[config.mk]
export PLATFORM = sky130hd
export DESIGN_NAME = freq_window_monitor
export DESIGN_NICKNAME = d
export VERILOG_FILES = /design/src/rtl/fwm_pkg.sv /design/src/rtl/fwm_sync.sv /design/src/rtl/fwm_tgt_prescale.sv /design/src/rtl/fwm_ref_window.sv /design/src/rtl/fwm_regs.sv /design/src/rtl/freq_window_monitor.sv
export SDC_FILE = /design/constraint.sdc
export NUM_CORES = 1
export LEC_CHECK = 0
export CORE_UTILIZATION = 59
export DETAILED_ROUTE_END_ITERATION = 7
export PLACE_DENSITY = 0.8
export SETUP_SLACK_MARGIN = 0.3
export SLEW_MARGIN = 25
export SYNTH_ARGS = -nofsm -noshare
export SYNTH_HDL_FRONTEND = slang
export SYNTH_SLANG_ARGS = --single-unit
[constraint.sdc]
create_clock -name clk -period 1.99 [get_ports clk]
set_input_delay 0.398 -clock clk [delete_from_list [all_inputs] [get_ports clk]]
set_output_delay 0.398 -clock clk [all_outputs]
set_load 0.03 [all_outputs]
[src/rtl/fwm_pkg.sv]
package fwm_pkg;
  localparam int ADDR_W    = 3;
  localparam int DIVCNT_W  = 13;

  localparam logic [ADDR_W-1:0] A_CTRL = 3'd0;
  localparam logic [ADDR_W-1:0] A_TGT  = 3'd1;
  localparam logic [ADDR_W-1:0] A_REF  = 3'd2;
  localparam logic [ADDR_W-1:0] A_LO   = 3'd3;
  localparam logic [ADDR_W-1:0] A_HI   = 3'd4;
  localparam logic [ADDR_W-1:0] A_IRQ  = 3'd5;
  localparam logic [ADDR_W-1:0] A_STAT = 3'd6;
  localparam logic [ADDR_W-1:0] A_CLR  = 3'd7;

  typedef enum logic [1:0] {EDGE_RISE, EDGE_FALL, EDGE_BOTH, EDGE_NONE} edge_mode_e;
  typedef enum logic [1:0] {FLT_OFF, FLT_DIV1, FLT_DIV4, FLT_DIV16} flt_mode_e;

  typedef struct packed {
    logic rst_en;
    logic act_rst;
    logic ie_ovf;
    logic ie_end;
    logic ie_err;
  } irq_cfg_t;

  // prescale limit (ratio - 1) for the target path
  function automatic logic [4:0] tgt_limit(input logic [1:0] code);
    case (code)
      2'd0:    return 5'd0;
      2'd1:    return 5'd3;
      2'd2:    return 5'd7;
      default: return 5'd31;
    endcase
  endfunction

  // edge-counter bit whose toggling divides the reference
  function automatic int unsigned ref_bit(input logic [1:0] code);
    case (code)
      2'd0:    return 4;
      2'd1:    return 6;
      2'd2:    return 9;
      default: return 12;
    endcase
  endfunction
endpackage

[src/rtl/fwm_sync.sv]
module fwm_sync #(
  parameter int STAGES = 2
) (
  input  logic clk,
  input  logic rst_n,
  input  logic d_i,
  output logic q_o
);
  logic [STAGES-1:0] stage_q;

  always_ff @(posedge clk or negedge rst_n) begin
    if (!rst_n) stage_q[0] <= 1'b0;
    else        stage_q[0] <= d_i;
  end

  for (genvar i = 1; i < STAGES; i++) begin : g_stage
    always_ff @(posedge clk or negedge rst_n) begin
      if (!rst_n) stage_q[i] <= 1'b0;
      else        stage_q[i] <= stage_q[i-1];
    end
  end

  assign q_o = stage_q[STAGES-1];
endmodule

[src/rtl/fwm_tgt_prescale.sv]
module fwm_tgt_prescale import fwm_pkg::*; #(
  parameter int NSRC        = 4,
  parameter int SEL_W       = 2,
  parameter int SYNC_STAGES = 2
) (
  input  logic             clk,
  input  logic             rst_n,
  input  logic [NSRC-1:0]  clks_i,
  input  logic [SEL_W-1:0] sel_i,
  input  logic [1:0]       div_i,
  output logic             tick_o
);
  logic       lvl, lvl_q;
  logic [4:0] pre_q;
  logic [4:0] limit;

  fwm_sync #(.STAGES(SYNC_STAGES)) u_sync (
    .clk(clk), .rst_n(rst_n), .d_i(clks_i[sel_i]), .q_o(lvl)
  );

  assign limit = tgt_limit(div_i);

  always_ff @(posedge clk or negedge rst_n) begin
    if (!rst_n) begin
      lvl_q  <= 1'b0;
      pre_q  <= '0;
      tick_o <= 1'b0;
    end else begin
      lvl_q  <= lvl;
      tick_o <= 1'b0;
      if (lvl && !lvl_q) begin
        if (pre_q >= limit) begin
          pre_q  <= '0;
          tick_o <= 1'b1;
        end else begin
          pre_q <= pre_q + 5'd1;
        end
      end
    end
  end
endmodule

[src/rtl/fwm_ref_window.sv]
module fwm_ref_window import fwm_pkg::*; #(
  parameter int NSRC        = 4,
  parameter int SEL_W       = 2,
  parameter int SYNC_STAGES = 2
) (
  input  logic             clk,
  input  logic             rst_n,
  input  logic [NSRC-1:0]  clks_i,
  input  logic             ext_i,
  input  logic             ext_en_i,
  input  logic [SEL_W-1:0] sel_i,
  input  flt_mode_e        flt_i,
  input  logic [1:0]       div_i,
  input  edge_mode_e       edge_i,
  output logic             edge_o
);
  logic                raw, synced, level, lvl_q;
  logic [3:0]          smp_cnt_q;
  logic                smp_en;
  logic [1:0]          hist_q;
  logic                flt_q;
  logic [DIVCNT_W-1:0] edgecnt_q;
  logic                div_lvl, div_q, qual;

  assign raw = ext_en_i ? ext_i : clks_i[sel_i];

  fwm_sync #(.STAGES(SYNC_STAGES)) u_sync (
    .clk(clk), .rst_n(rst_n), .d_i(raw), .q_o(synced)
  );

  always_comb begin
    case (flt_i)
      FLT_DIV1:  smp_en = 1'b1;
      FLT_DIV4:  smp_en = (smp_cnt_q[1:0] == 2'd0);
      FLT_DIV16: smp_en = (smp_cnt_q == 4'd0);
      default:   smp_en = 1'b0;
    endcase
  end

  assign level   = (flt_i == FLT_OFF) ? synced : flt_q;
  assign div_lvl = edgecnt_q[ref_bit(div_i)];

  always_comb begin
    case (edge_i)
      EDGE_RISE: qual = div_lvl & ~div_q;
      EDGE_FALL: qual = ~div_lvl & div_q;
      EDGE_BOTH: qual = div_lvl ^ div_q;
      default:   qual = 1'b0;
    endcase
  end

  always_ff @(posedge clk or negedge rst_n) begin
    if (!rst_n) begin
      smp_cnt_q <= '0;
      hist_q    <= '0;
      flt_q     <= 1'b0;
      lvl_q     <= 1'b0;
      edgecnt_q <= '0;
      div_q     <= 1'b0;
      edge_o    <= 1'b0;
    end else begin
      smp_cnt_q <= smp_cnt_q + 4'd1;
      if (smp_en) begin
        hist_q <= {hist_q[0], synced};
        if (hist_q == {2{synced}} && synced != flt_q) flt_q <= synced;
      end
      lvl_q <= level;
      if (level && !lvl_q) edgecnt_q <= edgecnt_q + 1'b1;
      div_q  <= div_lvl;
      edge_o <= qual;
    end
  end
endmodule

[src/rtl/fwm_regs.sv]
module fwm_regs import fwm_pkg::*; #(
  parameter int CNT_W  = 16,
  parameter int DATA_W = 16,
  parameter int SEL_W  = 2
) (
  input  logic              clk,
  input  logic              rst_n,
  input  logic              we_i,
  input  logic [ADDR_W-1:0] addr_i,
  input  logic [DATA_W-1:0] wdata_i,
  output logic [DATA_W-1:0] rdata_o,
  input  logic [2:0]        flags_i,
  input  logic [CNT_W-1:0]  count_i,
  output logic              start_o,
  output logic [SEL_W-1:0]  tsrc_o,
  output logic [1:0]        tdiv_o,
  output logic [SEL_W-1:0]  rsrc_o,
  output logic [1:0]        rdiv_o,
  output edge_mode_e        edge_o,
  output flt_mode_e         flt_o,
  output logic              ext_en_o,
  output logic [CNT_W-1:0]  lo_o,
  output logic [CNT_W-1:0]  hi_o,
  output irq_cfg_t          icfg_o,
  output logic [2:0]        clr_o
);
  always_ff @(posedge clk or negedge rst_n) begin
    if (!rst_n) begin
      start_o  <= 1'b0;
      tsrc_o   <= '0;
      tdiv_o   <= '0;
      rsrc_o   <= '0;
      rdiv_o   <= '0;
      edge_o   <= EDGE_RISE;
      flt_o    <= FLT_OFF;
      ext_en_o <= 1'b0;
      lo_o     <= '0;
      hi_o     <= '0;
      icfg_o   <= '0;
    end else if (we_i) begin
      case (addr_i)
        A_CTRL: start_o <= wdata_i[0];
        A_TGT: begin
          tdiv_o <= wdata_i[1:0];
          tsrc_o <= wdata_i[2 +: SEL_W];
        end
        A_REF: begin
          rdiv_o   <= wdata_i[1:0];
          edge_o   <= edge_mode_e'(wdata_i[3:2]);
          flt_o    <= flt_mode_e'(wdata_i[5:4]);
          ext_en_o <= wdata_i[6];
          rsrc_o   <= wdata_i[7 +: SEL_W];
        end
        A_LO:   lo_o   <= wdata_i[CNT_W-1:0];
        A_HI:   hi_o   <= wdata_i[CNT_W-1:0];
        A_IRQ:  icfg_o <= irq_cfg_t'(wdata_i[4:0]);
        default: ;
      endcase
    end
  end

  assign clr_o = (we_i && addr_i == A_CLR) ? wdata_i[2:0] : 3'b000;

  always_comb begin
    rdata_o = '0;
    case (addr_i)
      A_CTRL: rdata_o[0] = start_o;
      A_TGT: begin
        rdata_o[1:0]        = tdiv_o;
        rdata_o[2 +: SEL_W] = tsrc_o;
      end
      A_REF: begin
        rdata_o[1:0]        = rdiv_o;
        rdata_o[3:2]        = edge_o;
        rdata_o[5:4]        = flt_o;
        rdata_o[6]          = ext_en_o;
        rdata_o[7 +: SEL_W] = rsrc_o;
      end
      A_LO:    rdata_o[CNT_W-1:0] = lo_o;
      A_HI:    rdata_o[CNT_W-1:0] = hi_o;
      A_IRQ:   rdata_o[4:0]       = icfg_o;
      A_STAT:  rdata_o[2:0]       = flags_i;
      default: rdata_o[CNT_W-1:0] = count_i;
    endcase
  end
endmodule

[src/rtl/freq_window_monitor.sv]
module freq_window_monitor import fwm_pkg::*; #(
  parameter int NSRC        = 4,
  parameter int CNT_W       = 16,
  parameter int DATA_W      = 16,
  parameter int SYNC_STAGES = 2
) (
  input  logic              clk,
  input  logic              rst_n,
  input  logic              bus_we_i,
  input  logic [2:0]        bus_addr_i,
  input  logic [DATA_W-1:0] bus_wdata_i,
  output logic [DATA_W-1:0] bus_rdata_o,
  input  logic [NSRC-1:0]   tgt_clks_i,
  input  logic [NSRC-1:0]   ref_clks_i,
  input  logic              ref_ext_i,
  output logic              irq_o,
  output logic              rst_req_o
);
  localparam int SEL_W = (NSRC > 1) ? $clog2(NSRC) : 1;
  localparam logic [CNT_W-1:0] CNT_MAX = {CNT_W{1'b1}};

  logic             cfg_start, cfg_ext_en;
  logic [SEL_W-1:0] cfg_tsrc, cfg_rsrc;
  logic [1:0]       cfg_tdiv, cfg_rdiv;
  edge_mode_e       cfg_edge;
  flt_mode_e        cfg_flt;
  logic [CNT_W-1:0] cfg_lo, cfg_hi;
  irq_cfg_t         icfg;
  logic [2:0]       clr_mask;

  logic             tgt_tick, win_edge, close_evt, out_of_range;
  logic             armed_q, ovf_pend_q;
  logic [CNT_W-1:0] cnt_q, count_q;
  logic [2:0]       flags_q, set_v;   // bit0 error, bit1 end, bit2 overflow

  fwm_regs #(.CNT_W(CNT_W), .DATA_W(DATA_W), .SEL_W(SEL_W)) u_regs (
    .clk(clk), .rst_n(rst_n), .we_i(bus_we_i), .addr_i(bus_addr_i),
    .wdata_i(bus_wdata_i), .rdata_o(bus_rdata_o), .flags_i(flags_q),
    .count_i(count_q), .start_o(cfg_start), .tsrc_o(cfg_tsrc),
    .tdiv_o(cfg_tdiv), .rsrc_o(cfg_rsrc), .rdiv_o(cfg_rdiv),
    .edge_o(cfg_edge), .flt_o(cfg_flt), .ext_en_o(cfg_ext_en),
    .lo_o(cfg_lo), .hi_o(cfg_hi), .icfg_o(icfg), .clr_o(clr_mask)
  );

  fwm_tgt_prescale #(.NSRC(NSRC), .SEL_W(SEL_W), .SYNC_STAGES(SYNC_STAGES)) u_tgt (
    .clk(clk), .rst_n(rst_n), .clks_i(tgt_clks_i), .sel_i(cfg_tsrc),
    .div_i(cfg_tdiv), .tick_o(tgt_tick)
  );

  fwm_ref_window #(.NSRC(NSRC), .SEL_W(SEL_W), .SYNC_STAGES(SYNC_STAGES)) u_ref (
    .clk(clk), .rst_n(rst_n), .clks_i(ref_clks_i), .ext_i(ref_ext_i),
    .ext_en_i(cfg_ext_en), .sel_i(cfg_rsrc), .flt_i(cfg_flt),
    .div_i(cfg_rdiv), .edge_i(cfg_edge), .edge_o(win_edge)
  );

  assign close_evt    = cfg_start && armed_q && win_edge;
  assign out_of_range = (cnt_q < cfg_lo) || (cnt_q > cfg_hi);
  assign set_v        = close_evt ? {ovf_pend_q, 1'b1, out_of_range} : 3'b000;

  always_ff @(posedge clk or negedge rst_n) begin
    if (!rst_n) begin
      armed_q    <= 1'b0;
      cnt_q      <= '0;
      count_q    <= '0;
      ovf_pend_q <= 1'b0;
      flags_q    <= '0;
    end else begin
      if (!cfg_start) begin
        armed_q    <= 1'b0;
        cnt_q      <= '0;
        ovf_pend_q <= 1'b0;
      end else if (win_edge) begin
        // the pulse coinciding with the edge belongs to the new window
        armed_q    <= 1'b1;
        cnt_q      <= tgt_tick ? CNT_W'(1) : '0;
        ovf_pend_q <= 1'b0;
        if (armed_q) count_q <= cnt_q;
      end else if (tgt_tick) begin
        if (cnt_q == CNT_MAX) ovf_pend_q <= 1'b1;
        else                  cnt_q      <= cnt_q + 1'b1;
      end
      flags_q <= (flags_q & ~clr_mask) | set_v;
    end
  end

  assign irq_o     = (flags_q[0] & icfg.ie_err & ~icfg.act_rst) |
                     (flags_q[1] & icfg.ie_end) |
                     (flags_q[2] & icfg.ie_ovf);
  assign rst_req_o = flags_q[0] & icfg.act_rst & icfg.rst_en;
endmodule

Word level (Yosys, flattened, before mapping)
Cells that the tools add are included.
Widths: inputs -> output; s select.
{"block": "op_classes", "n_addsub": 4, "order_cmp": 6, "eq_ne": 23, "mux": 34, "bitwise_logic": 17, "reduce_logical": 30}
{"cell": "$mux 16", "n": 4}
{"cell": "$pmux 7 s3", "n": 1}
{"cell": "$reduce_and 2->1", "n": 9}
{"cell": "$add 16x1->16 const B", "n": 1}
{"cell": "$eq 16x16->1 const B", "n": 1}
{"cell": "$gt 16x16->1", "n": 1}
{"cell": "$lt 16x16->1", "n": 1}
{"cell": "$pmux 4 s4", "n": 1}
{"cell": "$pmux 5 s3", "n": 1}
{"cell": "$mux 1", "n": 14}
{"cell": "$pmux 2 s7", "n": 1}
{"cell": "$add 13x1->13 const B", "n": 1}
{"cell": "$eq 3x3->1 const B", "n": 4}
{"cell": "$pmux 4 s3", "n": 1}
{"cell": "$eq 2x2->1 const B", "n": 5}
{"cell": "$logic_not 2->1", "n": 5}
{"cell": "$and 1x1->1", "n": 8}
{"cell": "$eq 2x1->1 const B", "n": 4}
{"cell": "$pmux 1 s7", "n": 1}
{"cell": "$eq 3x2->1 const B", "n": 2}
{"cell": "$logic_and 1x1->1", "n": 6}
{"cell": "$lt 2x3->1 const B", "n": 2}
{"cell": "$mux 3", "n": 2}
{"cell": "$ne 3x2->1 const B", "n": 2}
{"cell": "30 further kinds", "n": 36}
{"block": "word_totals", "ff_bits": 122, "in_bits": 31, "out_inout_bits": 18, "elab_cells": 148}

Logic depth before layout (Yosys ltp)
Gate-level depths: netlist (run 1).
{"block": "depth", "word_depth": 7, "depth_mapped": 8, "depth_no_buf": 8}

Hierarchy
From an unflattened synthesis (run 1), not the netlist that was laid out.
{"block": "hier_totals", "cells_unflattened": 606, "hier_area_um2": 6774.0}
{"module": "fwm_regs", "instances": 1, "cells_per_inst": 214, "area_each_um2": 2636.3, "seq_area_each_um2": 1276.2}
{"module": "freq_window_monitor", "instances": 1, "cells_per_inst": 258, "area_each_um2": 2473.6, "seq_area_each_um2": 925.9}
{"module": "fwm_ref_window", "instances": 1, "cells_per_inst": 87, "area_each_um2": 1096.1, "seq_area_each_um2": 575.6}
{"module": "fwm_tgt_prescale", "instances": 1, "cells_per_inst": 43, "area_each_um2": 467.9, "seq_area_each_um2": 175.2}
{"module": "fwm_sync", "instances": 2, "cells_per_inst": 2, "area_each_um2": 50.0, "seq_area_each_um2": 50.0}

Worst setup path after synthesis (run 1)
Ideal clock, no wire load.
{"block": "synth_path", "path_type": "in2out", "start": "input port bus_addr_i[2]", "end": "output port bus_rdata_o[4]", "arrival_ps": 2139, "required_time_ps": 1592, "path_slack_ps": -547, "stages": 4, "path_buffers": 3, "path_cell_list": "buf_2 -> buf_2 -> buf_2 -> o311ai_0"}
{"block": "synth_via", "elab_chain_cells": 3, "word_cells_on_any_way": 9, "cone_classes": "eq/ne (6); mux (1); reduce/logical (2)"}
{"element": "start, declared", "line": "freq_window_monitor.sv:10", "text": "input logic [2:0] bus_addr_i,"}
{"element": "$eq 3x1->1, or another cell as far along", "line": "fwm_regs.sv:66", "text": "case (addr_i)"}
{"element": "$reduce_or 3->1 (no line)"}
{"element": "$pmux 1 s5 *", "line": "fwm_regs.sv:66"}
{"element": "end, declared", "line": "freq_window_monitor.sv:12", "text": "output logic [DATA_W-1:0] bus_rdata_o,"}
Mark *: on every way between the ends. The rest lies on a longest branch, timed or not.

Worst setup path after layout (run 1)
{"block": "layout_path", "start": "register u_regs.tdiv_o[0]", "end": "output port bus_rdata_o[0]"}
{"block": "layout_via", "elab_chain_cells": 1}
{"element": "start, declared", "line": "fwm_regs.sv:16", "text": "output logic [1:0] tdiv_o,"}
{"element": "start signal, assigned", "line": "fwm_regs.sv:44", "text": "tdiv_o <= wdata_i[1:0];"}
{"element": "$pmux 1 s7", "line": "fwm_regs.sv:66"}
No other way between the ends.

==> impl_metrics.ini, run 1 <==
[status]
run_status = complete, but fails checks
failed_checks = negative setup slack

[logic_synthesis]
synth-async-reset-ratio_pct = 100
main_synth_ff_type = sky130_fd_sc_hd__dfrtp_1
mappedNetlistNets = 705
synth_area_per_cell_sq_um = 10.4
postSynthCellCount = 631
yosys_warnings = 0
mappedNetlistArea_sq_um = 6550
synth-seq-area-share_pct = 46.6
edff_count_synth = 0
ys_seq_elements = 122
synth_cell_types = 59

[placement]
buffer_ports.inserted = 48
dpl_cell_area_sq_um = 7620
place_hpwl_mm = 11.5
placement.setup.worst_slack_ps = -395
gp_congestion = 0.906

[critical_path]
critPathCaptureType = primary output
crit_type = reg -> out
critical_path_required_ps = 1590
r2r_end = flags_q[0]$_DFF_PN0_
rr_worst_depth = 7
setup.reg_to_reg.worst_slack_ps = 50
launch_point_of_the_worst_reg_to_reg_path = cnt_q[1]$_DFFE_PN0P_
timing.critical_path.arrival_ps = 1820
worstPathMaxFanout = 2
crit_path_start_kind = flop

[power_and_ir_drop]
power.static_leakage_nw = 4.34
intPower_mw = 6.03
power.switching_fraction_pct = 32.4
seqPwrFrac_pct = 37.7
powerDensity_nw_per_um2 = 930
p_switching_mw = 2.89
power.ir.vdd_worst_v = 0.00110
pwr-share-comb_pct = 30.2
part_of_the_power_in_the_clock_network_pct = 32.1

[clocking]
cts.htree.levels = 4
cts.path.max_buffers = 2
clock_tree_from_tritoncts = built
clock_insertion_delay_worst_skew_ps = 550
worst_setup_hold_path_clk_slew_ps = 50
cts_made_buffers = 17
cts_root_buf = sky130_fd_sc_hd__clkbuf_8
clkSinkCount = 122

[final_layout]
final_util_pct = 88.4
final_layout_size_suffix_gt1_share_pct = 42.8
antenna_cells_inserted = 0
final_design_area_no_fill_sq_um = 9590
area_delta_synth_final_pct = 46.3
most-common-layout-cells = 112 x sky130_fd_sc_hd__dfrtp_1, 77 x sky130_fd_sc_hd__buf_4, 53 x sky130_fd_sc_hd__mux2_2, 52 x sky130_fd_sc_hd__nand2_1, 44 x sky130_fd_sc_hd__inv_1
layout_commonest_cell = sky130_fd_sc_hd__dfrtp_1
finish.net_count = 861

[detailed_routing]
first_pass_iters = 5
drt_iter0_drc = 541
viasPerCell = 6.29
avgRoutedWirePerCell_um = 23.1
drtAntennaViolNets = 0
num_vias = 5908
wirelength_routed_mm = 21.7
drcViolationCount = 0

[timing]
fin_ws_ps = -226
post-route-min-period_ps = 2220
fin_skew_ps = 10.2
actual_transition_at_the_worst_max_transition_pin_ps = 560
setup-violations-final = 4
report.final.hold_viol_count = 0
report.final.slew_viol_count = 0
grt_setup_unrepaired = yes
fin_crit_sh_pct = 111
max-slew-margin-rel_pct = 62.7
fin_setup_tns_ps = -417
achievable_freq_ghz = 0.451

[grt]
gr-usage-all-layers_pct = 37.3
grt_pass1_wl_mm = 31.8
first_global_vias = 6273
globalRoute.totalOverflow = 0
antenna_found_initial = 0
largest_net_degree_at_the_start_of_global_routing = 38

[die]
initial_utilization_pct = 60.4
io_pins = 49
chipWidth_um = 107
die_area_sq_um = 11500
coreArea_sq_um = 10800
placement_rows = 38
fp.dieH_um = 107

[hold_path]
min_path_type = in -> async

[run]
max-cap-violations = 0
## registers in the layout (all words and copies together) (netlist names), 2 cells and up
signal / flops
u_regs.icfg_o: 5
u_ref.smp_cnt_q: 4
u_regs.lo_o: 16
u_regs.flt_o: 2
u_regs.edge_o: 2
u_regs.rsrc_o: 2
flags_q: 3
u_regs.tdiv_o: 2
count_q: 16
u_regs.hi_o: 16
u_regs.tsrc_o: 2
u_ref.hist_q: 2
u_regs.rdiv_o: 2
cnt_q: 16
u_tgt.pre_q: 5
u_ref.edgecnt_q: 13
## cell usage after synthesis, drive strengths merged (3+ instances only)
cell / instances / area, sq um
mux2i: 9 / 90.1
clkbuf: 9 / 33.8
mux4: 4 / 90.1
nor3: 11 / 60.1
nand2b: 6 / 37.5
o211ai: 6 / 45.0
and3: 7 / 50.1
nor3b: 5 / 37.5
nor4: 5 / 31.3
inv: 47 / 176
nand4: 16 / 100
mux2: 56 / 631
nand3: 20 / 115
dfrtp: 122 / 3050
o22ai: 5 / 31.3
xor2: 6 / 52.6
o21ai: 42 / 210
a21oi: 28 / 151
a2111oi: 3 / 26.3
nand2: 66 / 248
xnor2: 21 / 184
a21o: 7 / 53.8
ha: 43 / 538
nor2: 39 / 146
buf: 16 / 76.3
## critical path: stages (launching register included)
cell	delay, ps
sky130_fd_sc_hd__dfrtp_1	410
sky130_fd_sc_hd__mux4_2	520
sky130_fd_sc_hd__nor2_4	130
sky130_fd_sc_hd__a211oi_4	50
sky130_fd_sc_hd__buf_6	150
## kinds of logic (layout without fill, tap and decap cells)
kind of cell             after synthesis  in the layout  synth area share (%)
AND/OR/NAND/NOR                      186            186                  14.1
flip-flops                           122            122                  46.6
AO/OA/AOI/OAI                        112            112                  10.8
buffers and inverters                 72            240                  4.37
multiplexers                          69             69                  12.4
adder cells (fa/ha/maj)               43             43                  8.21
XOR/XNOR                              27             27                  3.61
## metrics by stage
step / std cells / power, mW / hold slack [ps]
floorplan: 631 / 4.48 / 102
global placement: 836 / 5.02 / 336
detailed placement: 836 / 5.13 / 335
CTS: 923 / 8.56 / 328
global route: 939 / 9.27 / 366
finish: 939 / 8.92 / 334
## layout make-up
type / count / area [sq um]
clock buffers: 29 / 509
clock inverters: 2 / 35.0
fillers: 448 / 1250
inverters: 47 / 184
multi-input cells: 437 / 4000
flip-flops and latches: 122 / 3070
well taps: 140 / 175
repair buffers: 162 / 1620
## worst max-delay path by stage
stage | start | end | slack (ps) | cells past startpoint
after global routing | u_regs.icfg_o[0]$_DFFE_PN0P_ | bus_rdata_o[0] | -250 | 4
after CTS | u_regs.tdiv_o[0]$_DFFE_PN0P_ | bus_rdata_o[0] | -210 | 4
after global placement | bus_addr_i[2] | bus_rdata_o[1] | -340 | 8
after floorplan | cnt_q[1]$_DFFE_PN0P_ | flags_q[0]$_DFF_PN0_ | 300 | 6
final | u_regs.tdiv_o[0]$_DFFE_PN0P_ | bus_rdata_o[0] | -230 | 4
after detailed placement | bus_addr_i[2] | bus_rdata_o[1] | -400 | 8
## layer usage
layer  track usage [%]  vias up  part of all wire [%]
met1              40.8     2905                    35
met3              9.38      132                   7.1
li1                  -     2550                     -
met4              22.6        0                   6.3
met5                 0        -                     0
met2              65.0      321                    51
## power groups by stage
stage               registers (mW)  logic, mW  clock network, mW
finish                        3.37       2.69               2.86
global route                  3.41       2.85               3.01
CTS                           3.31       2.37               2.88
detailed placement            3.34       1.80                  0
global placement              3.32       1.71                  0
floorplan                     3.21       1.27                  0
## repair_timing
| item | in CTS | in global routing |
|---|---|---|
| buffers inserted | 51 | 16 |
| setup endpoints to repair | 54 | 56 |
| gates resized for setup | 184 | 46 |
| pin swaps | 71 | 49 |
| hold buffers | 1 | 0 |
| hold endpoints to repair | 25 | 0 |
| cloned | 4 | 0 |
(Power assumes the default switching activity.)
==> run 2: changes to the inputs <==
CORE_UTILIZATION = 50   (was 59)
PLACE_DENSITY = 0.7   (was 0.8)
==> run 2 against run 1 <==
  * The flow still finishes with violations (negative setup slack)
  * Die area up 18%
  * Routed wire length down 1.1%
  * Register-to-register slack worse by 30 ps
  * Largest cell class unchanged
==> impl_metrics.ini, run 2 (synthesis gave the netlist of run 1 again) <==
[status]
run_status = complete, but fails checks
failed_checks = negative setup slack

[critical_path]
critPathCaptureType = primary output
rr_worst_depth = 7
path_cells = mux4_2 -> nor2_4 -> a211oi_4 -> buf_6
crit_path_start_kind = flop
timing.critical_path.arrival_ps = 1650
setup.reg_to_reg.worst_slack_ps = 20
crit_type = reg -> out
r2r_end = cnt_q[4]$_DFFE_PN0P_
setup.worst_path.end = bus_rdata_o[0]
max_stage_delay_ps = 510
cp_num_cells = 4
critical_path.n_buffers_inverters = 1
worstPathMaxFanout = 2
critical_path.top_delay_family = multiplexers
critical_path_required_ps = 1590
critical_path.startpoint = u_regs.icfg_o[0]$_DFFE_PN0P_
crit_slowest_cell = sky130_fd_sc_hd__mux4_2
launch_point_of_the_worst_reg_to_reg_path = cnt_q[7]$_DFFE_PN0P_

[clocking]
clock_insertion_delay_worst_skew_ps = 440
cts_made_buffers = 17
cts_root_buf = sky130_fd_sc_hd__clkbuf_16
cts.htree.levels = 4
clock_tree_from_tritoncts = built
cts.path.max_buffers = 2
clkSinkCount = 122
worst_setup_hold_path_clk_slew_ps = 50

[timing]
fin_ws_ps = -53.8
report.final.slew_viol_count = 0
grt_setup_unrepaired = yes
fin_skew_ps = 9.84
post-route-min-period_ps = 2040
achievable_freq_ghz = 0.489
fin_crit_sh_pct = 103
actual_transition_at_the_worst_max_transition_pin_ps = 742
max-slew-margin-rel_pct = 50.5
setup-violations-final = 2
report.final.hold_viol_count = 0

[power_and_ir_drop]
powerDensity_nw_per_um2 = 976
seqPwrFrac_pct = 34.6
p_switching_mw = 3.04
intPower_mw = 6.74
fin_total_pwr_mw = 9.77
power.static_leakage_nw = 4.53
part_of_the_power_in_the_clock_network_pct = 36.1
pwr-share-comb_pct = 29.3
power.ir.vdd_worst_v = 0.000983
power.switching_fraction_pct = 31.1

[placement]
buffer_ports.inserted = 48
placement.setup.worst_slack_ps = -681
place_hpwl_mm = 11.4
gp_congestion = 0.897

[detailed_routing]
num_vias = 5786
avgRoutedWirePerCell_um = 22.3
viasPerCell = 6.01
wirelength_routed_mm = 21.5
drtAntennaViolNets = 0
drt_iter0_drc = 345
first_pass_iters = 5
drcViolationCount = 0

[die]
fp.dieH_um = 116
initial_utilization_pct = 51.5
io_pins = 49
die_area_sq_um = 13600
placement_rows = 41
coreArea_sq_um = 12700
chipWidth_um = 116

[final_layout]
final_util_pct = 78.7
area_delta_synth_final_pct = 52.8
finish.net_count = 852
layout_commonest_cell = sky130_fd_sc_hd__dfrtp_1
final_layout_size_suffix_gt1_share_pct = 47.0
antenna_cells_inserted = 0
final.fill_count = 766
most-common-layout-cells = 111 x sky130_fd_sc_hd__dfrtp_1, 62 x sky130_fd_sc_hd__buf_4, 52 x sky130_fd_sc_hd__mux2_2, 42 x sky130_fd_sc_hd__inv_1, 42 x sky130_fd_sc_hd__buf_6

[grt]
antenna_found_initial = 0
globalRoute.totalOverflow = 0
grt_pass1_wl_mm = 30.0
largest_net_degree_at_the_start_of_global_routing = 30
gr-usage-all-layers_pct = 30.2
first_global_vias = 5822

[hold_path]
min_path_type = reg -> reg

[run]
max-cap-violations = 0
[run 2: worst min-delay path by stage]
stage	start	to	depth (start not counted)
2_1_floorplan	rst_n	armed_q$_DFFE_PN0N_	0
3_3_place_gp	rst_n	u_ref.edgecnt_q[2]$_DFFE_PN0P_	1
3_5_place_dp	rst_n	u_ref.edgecnt_q[3]$_DFFE_PN0P_	1
4_1_cts	u_ref.u_sync.stage_q[0]$_DFF_PN0_	u_ref.u_sync.q_o$_DFF_PN0_	0
5_1_grt	u_tgt.u_sync.stage_q[0]$_DFF_PN0_	u_tgt.u_sync.q_o$_DFF_PN0_	0
6_report	u_ref.u_sync.stage_q[0]$_DFF_PN0_	u_ref.u_sync.q_o$_DFF_PN0_	0
[run 2: power by group through the flow]
stage / Sequential (mW) / Combinational [mW] / Clock (mW)
2_1_floorplan: 3.21 / 1.27 / 0
3_3_place_gp: 3.32 / 1.73 / 0
3_5_place_dp: 3.34 / 1.81 / 0
4_1_cts: 3.32 / 2.25 / 3.51
5_1_grt: 3.42 / 3.07 / 3.66
6_report: 3.38 / 2.86 / 3.53
[run 2: layout make-up]
type	count	area, sq um	area share (%)
Timing Repair Buffer	153	1670	16.7
Sequential cell	122	3070	30.6
Clock buffer	26	519	5.19
Inverter	47	184	1.84
Clock inverter	6	155	1.55
Multi-Input combinational cell	437	4200	42.0
Tap cell	172	215	2.15
[run 2: timing repair]
action | CTS | global route
setup buffers | 39 | 15
setup endpoints to repair | 91 | 70
endpoints found under the hold margin | 20 | 0
pin swaps | 40 | 56
hold buffers | 1 | 0
resized for setup | 170 | 150
gates cloned | 5 | 3
[run 2: metrics by stage]
step	TNS [ps]	area, sq um	hold WS, ps	std cells
floorplan	0	6770	102	631
global placement	-24540	7650	336	868
detailed placement	-26370	7650	336	868
CTS	-58.9	9270	357	945
global route	-177	10000	358	963
finish	-55.0	10000	356	963
[run 2: layer usage]
layer | share of wire [%] | GRT usage, % | wire, um | up-vias
met1 | 37 | 34.6 | 7970 | 2930
met5 | 0 | 0 | 0 | -
met4 | 4.3 | 13.2 | 933 | 0
met3 | 6.1 | 7.16 | 1310 | 82
li1 | - | - | - | 2530
met2 | 52 | 53.8 | 11200 | 244
==> run 3: changes to the inputs <==
--- a/config.mk
+++ b/config.mk
@@ -7,8 +7,9 @@
 export LEC_CHECK = 0
 export CORE_UTILIZATION = 50
+export CTS_BUF_LIST = sky130_fd_sc_hd__clkbuf_2 sky130_fd_sc_hd__clkbuf_4 sky130_fd_sc_hd__clkbuf_8
 export DETAILED_ROUTE_END_ITERATION = 7
 export PLACE_DENSITY = 0.7
 export SETUP_SLACK_MARGIN = 0.3
-export SLEW_MARGIN = 25
+export SLEW_MARGIN = 20
 export SYNTH_ARGS = -nofsm -noshare
 export SYNTH_HDL_FRONTEND = slang
==> constraint.sdc (replaced) <==
create_clock -name clk -period 1.99 [get_ports clk]
set_input_delay 0.398 -clock clk [delete_from_list [all_inputs] [get_ports clk]]
set_output_delay 0.398 -clock clk [all_outputs]
set_load 0.05 [all_outputs]
==> run 3 against run 2 <==
  * The flow still finishes with violations (negative setup slack)
  * Clock power decreased by 29%
  * Power decreased by 9.7%
  * Maximum frequency shrank 2.1%
  * Combinational power up 5%
  * First-iteration DRC count up 11%
  * Worst setup slack worse by 44 ps
  * Core utilization fell by 0.58 points
  * Non-clock buffer count rose by 12
  * Sequential cell count unchanged
  * Via count down 2.4%
==> impl_metrics.ini, run 3 (synthesis gave the netlist of run 1 again) <==
[final_layout]
area_delta_synth_final_pct = 51.7
most-common-layout-cells = 108 x sky130_fd_sc_hd__dfrtp_1, 76 x sky130_fd_sc_hd__buf_4, 53 x sky130_fd_sc_hd__mux2_2, 49 x sky130_fd_sc_hd__nand2_1, 44 x sky130_fd_sc_hd__inv_1
final_cells = 974
finish.net_count = 864
final_util_pct = 78.1
final_design_area_no_fill_sq_um = 9940
final_layout_size_suffix_gt1_share_pct = 46.0
layout_commonest_cell = sky130_fd_sc_hd__dfrtp_1
antenna_cells_inserted = 0

[clocking]
cts_root_buf = sky130_fd_sc_hd__clkbuf_8
cts.htree.levels = 4
worst_setup_hold_path_clk_slew_ps = 70
clkSinkCount = 122
clock_insertion_delay_worst_skew_ps = 440
cts.path.max_buffers = 2
clock_tree_from_tritoncts = built
cts_made_buffers = 17

[status]
failed_checks = negative setup slack
run_status = complete, but fails checks

[critical_path]
crit_slowest_cell = sky130_fd_sc_hd__mux4_2
critical_path_required_ps = 1590
crit_path_start_kind = flop
path_cells = mux4_2 -> nor2_4 -> a211oi_4 -> buf_12
timing.critical_path.arrival_ps = 1690
rr_worst_depth = 7
critPathCaptureType = primary output
max_stage_delay_ps = 500
crit_type = reg -> out
worstPathMaxFanout = 2

[timing]
fin_ws_ps = -97.6
fin_setup_tns_ps = -149
fin_skew_ps = 7.67
fin_hold_ws_ps = 289
achievable_freq_ghz = 0.479
grt_setup_unrepaired = yes
max-slew-margin-rel_pct = 66.3
report.final.slew_viol_count = 0
post-route-min-period_ps = 2090
setup-violations-final = 2
report.final.hold_viol_count = 0
fin_crit_sh_pct = 105
actual_transition_at_the_worst_max_transition_pin_ps = 504

[hold_path]
min_path_type = in -> async

[detailed_routing]
drcViolationCount = 0
avgRoutedWirePerCell_um = 20.0
viasPerCell = 5.80
num_vias = 5646
drt_iter0_drc = 383
wirelength_routed_mm = 19.5
drtAntennaViolNets = 0
first_pass_iters = 4

[grt]
largest_net_degree_at_the_start_of_global_routing = 74
grt_pass1_wl_mm = 29.4
globalRoute.totalOverflow = 0
gr-usage-all-layers_pct = 29.0
antenna_found_initial = 0
first_global_vias = 5834

[power_and_ir_drop]
power.static_leakage_nw = 4.41
power.ir.vdd_worst_v = 0.000619
powerDensity_nw_per_um2 = 888
fin_total_pwr_mw = 8.82

[die]
coreArea_sq_um = 12700
placement_rows = 41
chipWidth_um = 116
io_pins = 49
fp.dieH_um = 116
die_area_sq_um = 13600
initial_utilization_pct = 51.5

[placement]
placement.setup.worst_slack_ps = -383
dpl_cell_area_sq_um = 7890
buffer_ports.inserted = 48
gp_congestion = 0.885
place_hpwl_mm = 11.5
dpl.cell_count = 861

[run]
max-cap-violations = 0
run 3: changes by cell type in the layout (fill, tap and decap cells not counted), moves of 13 or more:
cell                        change
sky130_fd_sc_hd__clkbuf_16     -20
sky130_fd_sc_hd__buf_6         -17
sky130_fd_sc_hd__clkbuf_8      +15
sky130_fd_sc_hd__o21ai_0       +15
sky130_fd_sc_hd__buf_12        +14
sky130_fd_sc_hd__buf_4         +14
sky130_fd_sc_hd__nand2_1       +14
sky130_fd_sc_hd__o21ai_2       -13
run 3: layout make-up:
cell class	instances	area [sq um]
multi-input cells	437	4200
flip-flops and latches	122	3070
fillers	770	2780
repair buffers	165	1820
clock buffers	23	304
well taps	172	215
inverters	47	184
clock inverters	8	140
run 3: worst max-delay path: cells and delay by family, from the launching register on:
family | cells | cell delay, ps
buffers and inverters | 1 | 160
AOI/OAI and AO/OA | 1 | 60
and+or+nand+nor | 1 | 120
DFF | 1 | 400
muxes | 1 | 500
run 3: worst paths after layout:
kind                            slack, ps                             end                         startpoint
worst min register to register        360      u_tgt.u_sync.q_o$_DFF_PN0_  u_tgt.u_sync.stage_q[0]$_DFF_PN0_
min in group clk                      360      u_tgt.u_sync.q_o$_DFF_PN0_  u_tgt.u_sync.stage_q[0]$_DFF_PN0_
max in group asynchronous            1110     u_regs.hi_o[12]$_DFFE_PN0P_                              rst_n
worst min-delay path                  290  u_ref.edgecnt_q[5]$_DFFE_PN0P_                              rst_n
worst max-delay path                 -100                  bus_rdata_o[0]       u_regs.icfg_o[0]$_DFFE_PN0P_
worst max register to register         80  u_ref.edgecnt_q[8]$_DFFE_PN0P_        u_regs.flt_o[0]$_DFFE_PN0P_
run 3: repair_timing:
| action | 4_1_cts | 5_1_grt |
|---|---|---|
| pin swaps | 49 | 60 |
| setup endpoints to repair | 61 | 59 |
| hold endpoints to repair | 49 | 0 |
| setup buffers | 42 | 34 |
| hold buffers | 1 | 0 |
| cloned | 4 | 1 |
| gates resized for setup | 134 | 84 |
run 3: report_power, final:
group	switching (mW)	internal, mW
logic	1.53	1.48
registers	0.416	2.90
clock network	0.983	1.51
run 3: metal layers:
layer	routed length (um)	vias up	track usage, %	part of all wire, %
li1	-	2553	-	-
met1	7690	2874	33.9	39
met2	10200	171	50.4	52
met3	930	48	7.52	4.8
met4	669	0	12.6	3.4
met5	0	-	0	0
